[src/rtl/i2c_eng_pkg.sv]
// Package: shared types and register map for the I2C byte engine.
// Assumes: control register layout is fixed by software (bit positions below).
package i2c_eng_pkg;

    // Control register, MSB first: ack clock enable, ack level, fast, divider code.
    typedef struct packed {
        logic       ack_clk_en;
        logic       ack_hi;
        logic       fast;
        logic [4:0] div_code;
    } ctl_t;

    typedef enum logic [1:0] {
        PH_IDLE = 2'd0,
        PH_LOW  = 2'd1,
        PH_HIGH = 2'd2
    } phase_e;

    localparam logic [1:0] A_CTL = 2'd0;
    localparam logic [1:0] A_SAD = 2'd1;
    localparam logic [1:0] A_DAT = 2'd2;
    localparam logic [1:0] A_CMD = 2'd3;

    localparam int CMD_GO  = 0;
    localparam int CMD_RX  = 1;
    localparam int CMD_ADR = 2;

endpackage

[src/rtl/i2c_eng_regs.sv]
// Module: register file of the I2C byte engine.
// Holds control, slave address and transmit byte; decodes start and abort.
// Assumes: the engine reports busy so that start is ignored mid-byte.
module i2c_eng_regs
    import i2c_eng_pkg::*;
(
    input  logic       clk,
    input  logic       rst_n,
    input  logic       reg_we,
    input  logic [1:0] reg_addr,
    input  logic [7:0] reg_wdata,
    output logic [7:0] reg_rdata,
    input  logic       busy,
    input  logic       ack_status,
    input  logic [7:0] rx_byte,
    output ctl_t       ctl,
    output logic [6:0] slave_adr,
    output logic [7:0] tx_byte,
    output logic       go,
    output logic       go_rx,
    output logic       go_adr,
    output logic       abort
);

    localparam logic [7:0] KEEP_MASK = 8'hBF; // every bit but the ack level

    logic write_ctl;

    assign write_ctl = reg_we && (reg_addr == A_CTL);

    // Store software-written registers.
    always_ff @(posedge clk) begin
        if (!rst_n) begin
            ctl       <= '0;
            slave_adr <= '0;
            tx_byte   <= '0;
        end else if (reg_we) begin
            case (reg_addr)
                A_CTL:   ctl       <= ctl_t'(reg_wdata);
                A_SAD:   slave_adr <= reg_wdata[6:0];
                A_DAT:   tx_byte   <= reg_wdata;
                default: ;
            endcase
        end
    end

    // Decode a start command, accepted only when idle.
    always_comb begin
        go     = reg_we && (reg_addr == A_CMD) && reg_wdata[CMD_GO] && !busy;
        go_rx  = reg_wdata[CMD_RX];
        go_adr = reg_wdata[CMD_ADR];
    end

    // A mid-byte control write that touches more than the ack level aborts.
    assign abort = write_ctl && busy &&
                   (((reg_wdata ^ 8'(ctl)) & KEEP_MASK) != 8'h00);

    // Combinational read mux.
    always_comb begin
        case (reg_addr)
            A_CTL:   reg_rdata = 8'(ctl);
            A_SAD:   reg_rdata = {1'b0, slave_adr};
            A_DAT:   reg_rdata = rx_byte;
            default: reg_rdata = {6'b0, ack_status, busy};
        endcase
    end

endmodule

[src/rtl/i2c_scl_timer.sv]
// Module: SCL half-period timer.
// Reloads to H-1 on load and counts down; expired marks the last cycle of a phase.
// Assumes: STD_MUL >= FAST_MUL so CNT_W covers both modes.
module i2c_scl_timer #(
    parameter int STD_MUL  = 4,
    parameter int FAST_MUL = 2,
    parameter int MIN_CODE = 3,
    parameter int CNT_W    = 7
) (
    input  logic       clk,
    input  logic       rst_n,
    input  logic [4:0] div_code,
    input  logic       fast,
    input  logic       load,
    output logic       expired
);

    logic [4:0]       code_c;
    logic [CNT_W-1:0] half;
    logic [CNT_W-1:0] cnt;

    // Clamp the code and scale it by the selected mode.
    always_comb begin
        code_c = (int'(div_code) < MIN_CODE) ? 5'(MIN_CODE) : div_code;
        half   = fast ? CNT_W'(int'(code_c) * FAST_MUL)
                      : CNT_W'(int'(code_c) * STD_MUL);
    end

    // Down-counter for the current phase.
    always_ff @(posedge clk) begin
        if (!rst_n) begin
            cnt <= '0;
        end else if (load) begin
            cnt <= half - CNT_W'(1);
        end else if (cnt != '0) begin
            cnt <= cnt - CNT_W'(1);
        end
    end

    assign expired = (cnt == '0);

endmodule

[src/rtl/i2c_bit_engine.sv]
// Module: bit sequencer of the I2C byte engine.
// Walks low/high phases per bit, shifts MSB first, handles the ack slot.
// Assumes: no other device stretches SCL; start is only given while idle.
module i2c_bit_engine
    import i2c_eng_pkg::*;
(
    input  logic       clk,
    input  logic       rst_n,
    input  logic       go,
    input  logic       go_rx,
    input  logic       go_adr,
    input  logic       abort,
    input  logic [7:0] tx_byte,
    input  logic [6:0] slave_adr,
    input  logic       ack_hi,
    input  logic       ack_clk_en,
    input  logic       sda_in,
    input  logic       tmr_expired,
    output logic       tmr_load,
    output logic       scl_oe,
    output logic       sda_oe,
    output logic       byte_done,
    output logic       ack_status,
    output logic       busy,
    output logic [7:0] rx_byte
);

    localparam logic [3:0] IDX_ACK  = 4'd8;
    localparam logic [3:0] IDX_LAST = 4'd7;

    phase_e     phase;
    logic [3:0] bit_idx;
    logic [7:0] tx_sh;
    logic [7:0] rx_sh;
    logic       rx_mode;
    logic       adr_mode;
    logic       last_bit;
    logic       low_end;
    logic       high_end;
    logic       adr_match;
    logic       ack_drive;

    // Phase-end and ack decisions.
    always_comb begin
        last_bit  = (bit_idx == (ack_clk_en ? IDX_ACK : IDX_LAST));
        low_end   = (phase == PH_LOW)  && tmr_expired;
        high_end  = (phase == PH_HIGH) && tmr_expired;
        adr_match = (rx_sh[7:1] == slave_adr);
        ack_drive = !ack_hi && (!adr_mode || adr_match);
        tmr_load  = !abort && (go || low_end || (high_end && !last_bit));
    end

    // Bit sequencer: phases, shifting, line enables and completion.
    always_ff @(posedge clk) begin
        if (!rst_n) begin
            phase      <= PH_IDLE;
            bit_idx    <= '0;
            tx_sh      <= '0;
            rx_sh      <= '0;
            rx_mode    <= 1'b0;
            adr_mode   <= 1'b0;
            scl_oe     <= 1'b0;
            sda_oe     <= 1'b0;
            byte_done  <= 1'b0;
            ack_status <= 1'b0;
        end else if (abort) begin
            phase     <= PH_IDLE;
            scl_oe    <= 1'b0;
            sda_oe    <= 1'b0;
            byte_done <= 1'b0;
        end else begin
            byte_done <= 1'b0;
            case (phase)
                PH_IDLE: begin
                    if (go) begin
                        phase    <= PH_LOW;
                        scl_oe   <= 1'b1;
                        bit_idx  <= '0;
                        tx_sh    <= tx_byte;
                        rx_mode  <= go_rx;
                        adr_mode <= go_adr;
                        sda_oe   <= !go_rx && !tx_byte[7];
                    end else begin
                        sda_oe   <= 1'b0;
                    end
                end
                PH_LOW: begin
                    if (tmr_expired) begin
                        phase  <= PH_HIGH;
                        scl_oe <= 1'b0;
                        if (bit_idx == IDX_ACK) begin
                            ack_status <= sda_in;
                        end else begin
                            rx_sh <= {rx_sh[6:0], sda_in};
                        end
                    end
                end
                PH_HIGH: begin
                    if (tmr_expired) begin
                        scl_oe <= 1'b1;
                        if (last_bit) begin
                            phase     <= PH_IDLE;
                            byte_done <= 1'b1;
                        end else begin
                            phase   <= PH_LOW;
                            bit_idx <= bit_idx + 4'd1;
                            tx_sh   <= {tx_sh[6:0], 1'b0};
                            if (bit_idx == IDX_LAST) begin
                                sda_oe <= rx_mode && ack_drive;
                            end else begin
                                sda_oe <= !rx_mode && !tx_sh[6];
                            end
                        end
                    end
                end
                default: phase <= PH_IDLE;
            endcase
        end
    end

    assign busy    = (phase != PH_IDLE);
    assign rx_byte = rx_sh;

endmodule

[src/rtl/i2c_byte_engine.sv]
// Module: top of the I2C byte engine.
// Joins register file, SCL timer and bit sequencer.
// Assumes: open-drain pads outside; an enable of 1 pulls the line low.
module i2c_byte_engine
    import i2c_eng_pkg::*;
#(
    parameter int STD_MUL  = 4,
    parameter int FAST_MUL = 2,
    parameter int MIN_CODE = 3
) (
    input  logic       clk,
    input  logic       rst_n,
    input  logic       reg_we,
    input  logic [1:0] reg_addr,
    input  logic [7:0] reg_wdata,
    output logic [7:0] reg_rdata,
    output logic       scl_oe,
    input  logic       sda_in,
    output logic       sda_oe,
    output logic       byte_done,
    output logic       ack_status,
    output logic [7:0] rx_byte
);

    localparam int MAX_CODE = 31;
    localparam int CNT_W    = $clog2(MAX_CODE * STD_MUL + 1);

    ctl_t       ctl_w;
    logic [6:0] sad_w;
    logic [7:0] txb_w;
    logic       go_w;
    logic       go_rx_w;
    logic       go_adr_w;
    logic       abort_w;
    logic       busy_w;
    logic       load_w;
    logic       exp_w;

    i2c_eng_regs u_regs (
        .clk        (clk),
        .rst_n      (rst_n),
        .reg_we     (reg_we),
        .reg_addr   (reg_addr),
        .reg_wdata  (reg_wdata),
        .reg_rdata  (reg_rdata),
        .busy       (busy_w),
        .ack_status (ack_status),
        .rx_byte    (rx_byte),
        .ctl        (ctl_w),
        .slave_adr  (sad_w),
        .tx_byte    (txb_w),
        .go         (go_w),
        .go_rx      (go_rx_w),
        .go_adr     (go_adr_w),
        .abort      (abort_w)
    );

    i2c_scl_timer #(
        .STD_MUL  (STD_MUL),
        .FAST_MUL (FAST_MUL),
        .MIN_CODE (MIN_CODE),
        .CNT_W    (CNT_W)
    ) u_timer (
        .clk      (clk),
        .rst_n    (rst_n),
        .div_code (ctl_w.div_code),
        .fast     (ctl_w.fast),
        .load     (load_w),
        .expired  (exp_w)
    );

    i2c_bit_engine u_bits (
        .clk         (clk),
        .rst_n       (rst_n),
        .go          (go_w),
        .go_rx       (go_rx_w),
        .go_adr      (go_adr_w),
        .abort       (abort_w),
        .tx_byte     (txb_w),
        .slave_adr   (sad_w),
        .ack_hi      (ctl_w.ack_hi),
        .ack_clk_en  (ctl_w.ack_clk_en),
        .sda_in      (sda_in),
        .tmr_expired (exp_w),
        .tmr_load    (load_w),
        .scl_oe      (scl_oe),
        .sda_oe      (sda_oe),
        .byte_done   (byte_done),
        .ack_status  (ack_status),
        .busy        (busy_w),
        .rx_byte     (rx_byte)
    );

endmodule

[config.mk]
export PLATFORM = sky130hd
export DESIGN_NAME = i2c_byte_engine
export DESIGN_NICKNAME = d
export VERILOG_FILES = /design/src/rtl/i2c_eng_pkg.sv /design/src/rtl/i2c_eng_regs.sv /design/src/rtl/i2c_scl_timer.sv /design/src/rtl/i2c_bit_engine.sv /design/src/rtl/i2c_byte_engine.sv
export SDC_FILE = /design/constraint.sdc
export NUM_CORES = 1
export LEC_CHECK = 0
export CAP_MARGIN = 20
export CORE_MARGIN = 8
export CORE_UTILIZATION = 40
export CTS_CLUSTER_DIAMETER = 100
export CTS_CLUSTER_SIZE = 25
export DETAILED_ROUTE_END_ITERATION = 7
export PLACE_DENSITY_LB_ADDON = 0.08
export SLEW_MARGIN = 20
export SYNTH_ARGS = -nofsm -noshare
export SYNTH_HDL_FRONTEND = slang
export SYNTH_SLANG_ARGS = --single-unit
[constraint.sdc]
create_clock -name clk -period 7.75 [get_ports clk]
set_input_delay 0.775 -clock clk [delete_from_list [all_inputs] [get_ports clk]]
set_output_delay 0.775 -clock clk [all_outputs]
set_load 0.03 [all_outputs]
==> summary.md <==
| Metric | Value |
|---|---|
| Outcome | finished, final reports clean |
| Detailed placer's ending HPWL | 6000 µm |
| CP max-delay cell | nor3b_2 |
| Drt wl/cell | 17.2 µm |
| GRT busiest layer | met2 |
| Ys flop type | dfxtp_1 |
| Fillers | 726 |
| Multi-input gate area | 1780 µm² |
| Max-cap violation count | 0 |
| Library cells used by synthesis | 53 |
| Core area | 7290 µm² |
| # setup viols final | 0 |
| Final count of hold timing violations | 0 |
| Post-Syn Area | 3040 µm² |
| Clk_skew | 8.02 ps |
| Vias in the first global route | 2427 |
| WP data required | 8010 ps |
| M2 GR Usage | 0.249 |
| Avg Vias per Cell | 5.40 |
| Final core occ | 0.501 |
| First-pass GRT wire length | 13000 µm |
| DIE HEIGHT | 103 µm |
| CTS tree | yes |
| CP startpoint kind | input pin |
| Mapped Cells | 348 |
| Initial detailed-routing violation count | 96 |
| Clock Tree Buf Depth | 2 |
| Layout area overhead | 20.4% |
| Final antenna-violating net count | 0 |
| RSZ-0062 raised after global routing | false |
| CP Cell Sequence | clkdlybuf4s50_1 -> nor3b_2 -> o211ai_1 -> buf_4 -> nand2_1 -> mux2i_1 -> ha_1 -> nand3_1 -> nor4_1 -> o311ai_0 -> a21oi_1 |
| Total CTS buffers | 9 |
| Hold Crit Start | u_bits.adr_mode |
| Ant diodes | 0 |
| Post-layout nets | 387 |
| Most frequent cells in the layout | 57 x dfxtp_1, 46 x mux2i_1, 35 x nor2_1 |
| Initial antenna violation count | 0 |
| Post-synth EDFFs | 0 |
| CTS sink cnt | 57 |
| Clock root buffer | clkbuf_8 |
| Total GRT Usage | 0.161 |
| I/O pin cnt | 34 |
| Tmin final | 4090 ps |
| Initial Util | 0.416 |
| Syn nets | 365 |
| Most common cell after layout, fill and taps aside | dfxtp_1 |
| Routing usage on met3 | 0.0567 |
| Arrival @ worst endpoint | 4350 ps |
| Total Routed Length | 8160 µm |
| Clock latency on the worst-skew pair | 330 ps |
| Delay-heaviest family, CP | simple AND/OR/NAND/NOR gates |
| Gpl congestion | 0.893 |
| Seq cells post-synth | 57 |
| GRT overflow | 0 |
| Peak supply drop | 0.114 mV |
| Largest net degree at the start of global routing | 40 |
| CP max FO | 21 |
| Power density cells | 240 nW/µm² |
| Fraction of layout cells with a size suffix above 1 | 0.0693 |
| CP max stage delay | 860 ps |
| Yosys warns | 0 |
| Tightest Pin Transition | 971 ps |
| Die area | 10600 µm² |
| Post-Syn Area per Cell | 8.73 µm² |
| CP Class | in2reg |
| CTS clk-pin slew, worst paths | 70 ps |
| H-tree levels | 3 |
| CP Launch Point | reg_addr[1] |
| Fin crit share | 0.528 |
| Worst Hold Class | reg2reg |
| Sequential cell area fraction in the yosys report | 0.376 |
| Max_slew headroom | 0.348 |
| # resized after CTS | 0 |
| Worst Path Buf+Inv | 2 |
| Worst R2R Start | u_timer.cnt[2] |
| Pre-Repair DR Iteration Count | 4 |
| Postcts setup bufs | 0 |
| Synth async-reset ratio | 0 |
| Crit end category | flop |
| Seq. cell area | 1140 µm² |
| Row count | 31 |
| Static Leak | 0.00149 µW |
| Final TNS setup | 0 ps |
| Port Buffers | 33 |
| GR Util met1 | 0.210 |
| Die Width | 103 µm |
| Max-slew violation count | 0 |
| Hold buffer count at cts | 0 |
| Max Fclk | 244 MHz |
| DRC violations left | 0 |
| Via count | 2560 |
==> cell families after synthesis <==
| logic type | count (synthesis) | share of synthesized area |
|---|---|---|
| compound gates | 69 | 0.150 |
| xor+xnor | 15 | 0.0433 |
| fa+ha+maj | 3 | 0.0124 |
| buf+inv | 31 | 0.0400 |
| flops | 57 | 0.376 |
| mux | 49 | 0.170 |
| simple gates | 124 | 0.209 |
==> layout make-up <==
| type | instances | area share |
|---|---|---|
| Multi-Input combinational cell | 260 | 0.487 |
| Sequential cell | 57 | 0.312 |
| Timing Repair Buffer | 34 | 0.0924 |
| Clock buffer | 10 | 0.0377 |
| Tap cell | 99 | 0.0339 |
| Clock inverter | 6 | 0.0288 |
| Inverter | 8 | 0.00822 |
==> cells in the mapped netlist, types with 3 or more instances <==
| cell | number | area (µm²) |
|---|---|---|
| a211oi_1 | 3 | 22.5 |
| a21oi_1 | 27 | 135 |
| a311oi_1 | 8 | 70.1 |
| buf_2 | 4 | 20.0 |
| clkbuf_1 | 17 | 63.8 |
| dfxtp_1 | 57 | 1140 |
| ha_1 | 3 | 37.5 |
| inv_1 | 8 | 30.0 |
| mux2i_1 | 46 | 460 |
| nand2_1 | 31 | 116 |
| nand2b_1 | 6 | 37.5 |
| nand3_1 | 8 | 40.0 |
| nand3b_1 | 6 | 45.0 |
| nor2_1 | 35 | 131 |
| nor3_1 | 10 | 50.1 |
| nor4_1 | 3 | 18.8 |
| o21ai_0 | 11 | 55.1 |
| o311a_1 | 3 | 30.0 |
| or3_1 | 3 | 18.8 |
| xnor2_1 | 8 | 70.1 |
| xor2_1 | 7 | 61.3 |
==> path summary, 6_finish.rpt <==
check / end / slack (ps) / cells past startpoint
min reg2reg: u_bits.adr_mode / 460 / 2
max: u_timer.cnt[4] / 3660 / 11
max reg2reg: u_timer.cnt[4] / 4460 / 10
min: u_bits.adr_mode / 460 / 2
==> power by group <==
group          leakage [µW]  switching [µW]  internal (µW)
Sequential         0.000463            28.8            316
Clock              0.000126             119            221
Combinational      0.000904             107           84.7
Total               0.00149             255            621
==> tightest hold or removal path: cells and delay by family (launching register included) <==
family | cells | cell delay, ps
AND/OR/NAND/NOR | 1 | 50
AO/OA/AOI/OAI | 1 | 50
flip-flops | 1 | 310
==> registers in the layout (all words and copies together) (netlist names) <==
register,count
u_bits.rx_byte,8
u_regs.ctl,8
u_regs.tx_byte,8
u_bits.tx_sh,7
u_regs.slave_adr,7
u_timer.cnt,7
u_bits.bit_idx,4
u_bits.phase,2
u_bits.ack_status,1
u_bits.adr_mode,1
u_bits.byte_done,1
u_bits.rx_mode,1
u_bits.scl_oe,1
u_bits.sda_oe,1
==> metrics by stage <==
| stage | instances | cell area, µm² | worst slack (ps) | hold slack, ps | total power [µW] |
|---|---|---|---|---|---|
| final | 474 | 3650 | 3660 | 460 | 877 |
| after floorplan | 348 | 3040 | 4870 | 432 | 494 |
| after global placement | 458 | 3410 | 3500 | 450 | 542 |
| after detailed placement | 458 | 3410 | 3370 | 453 | 541 |
| after global routing | 474 | 3650 | 3440 | 483 | 923 |
| after CTS | 474 | 3650 | 3730 | 463 | 885 |
==> layer usage <==
metal,share of wire,up-vias
li1,-,1303
met1,0.49,1205
met2,0.45,46
met3,0.046,6
met4,0.0085,0
met5,0,-
No activity file was read; power rests on OpenSTA's default activity.
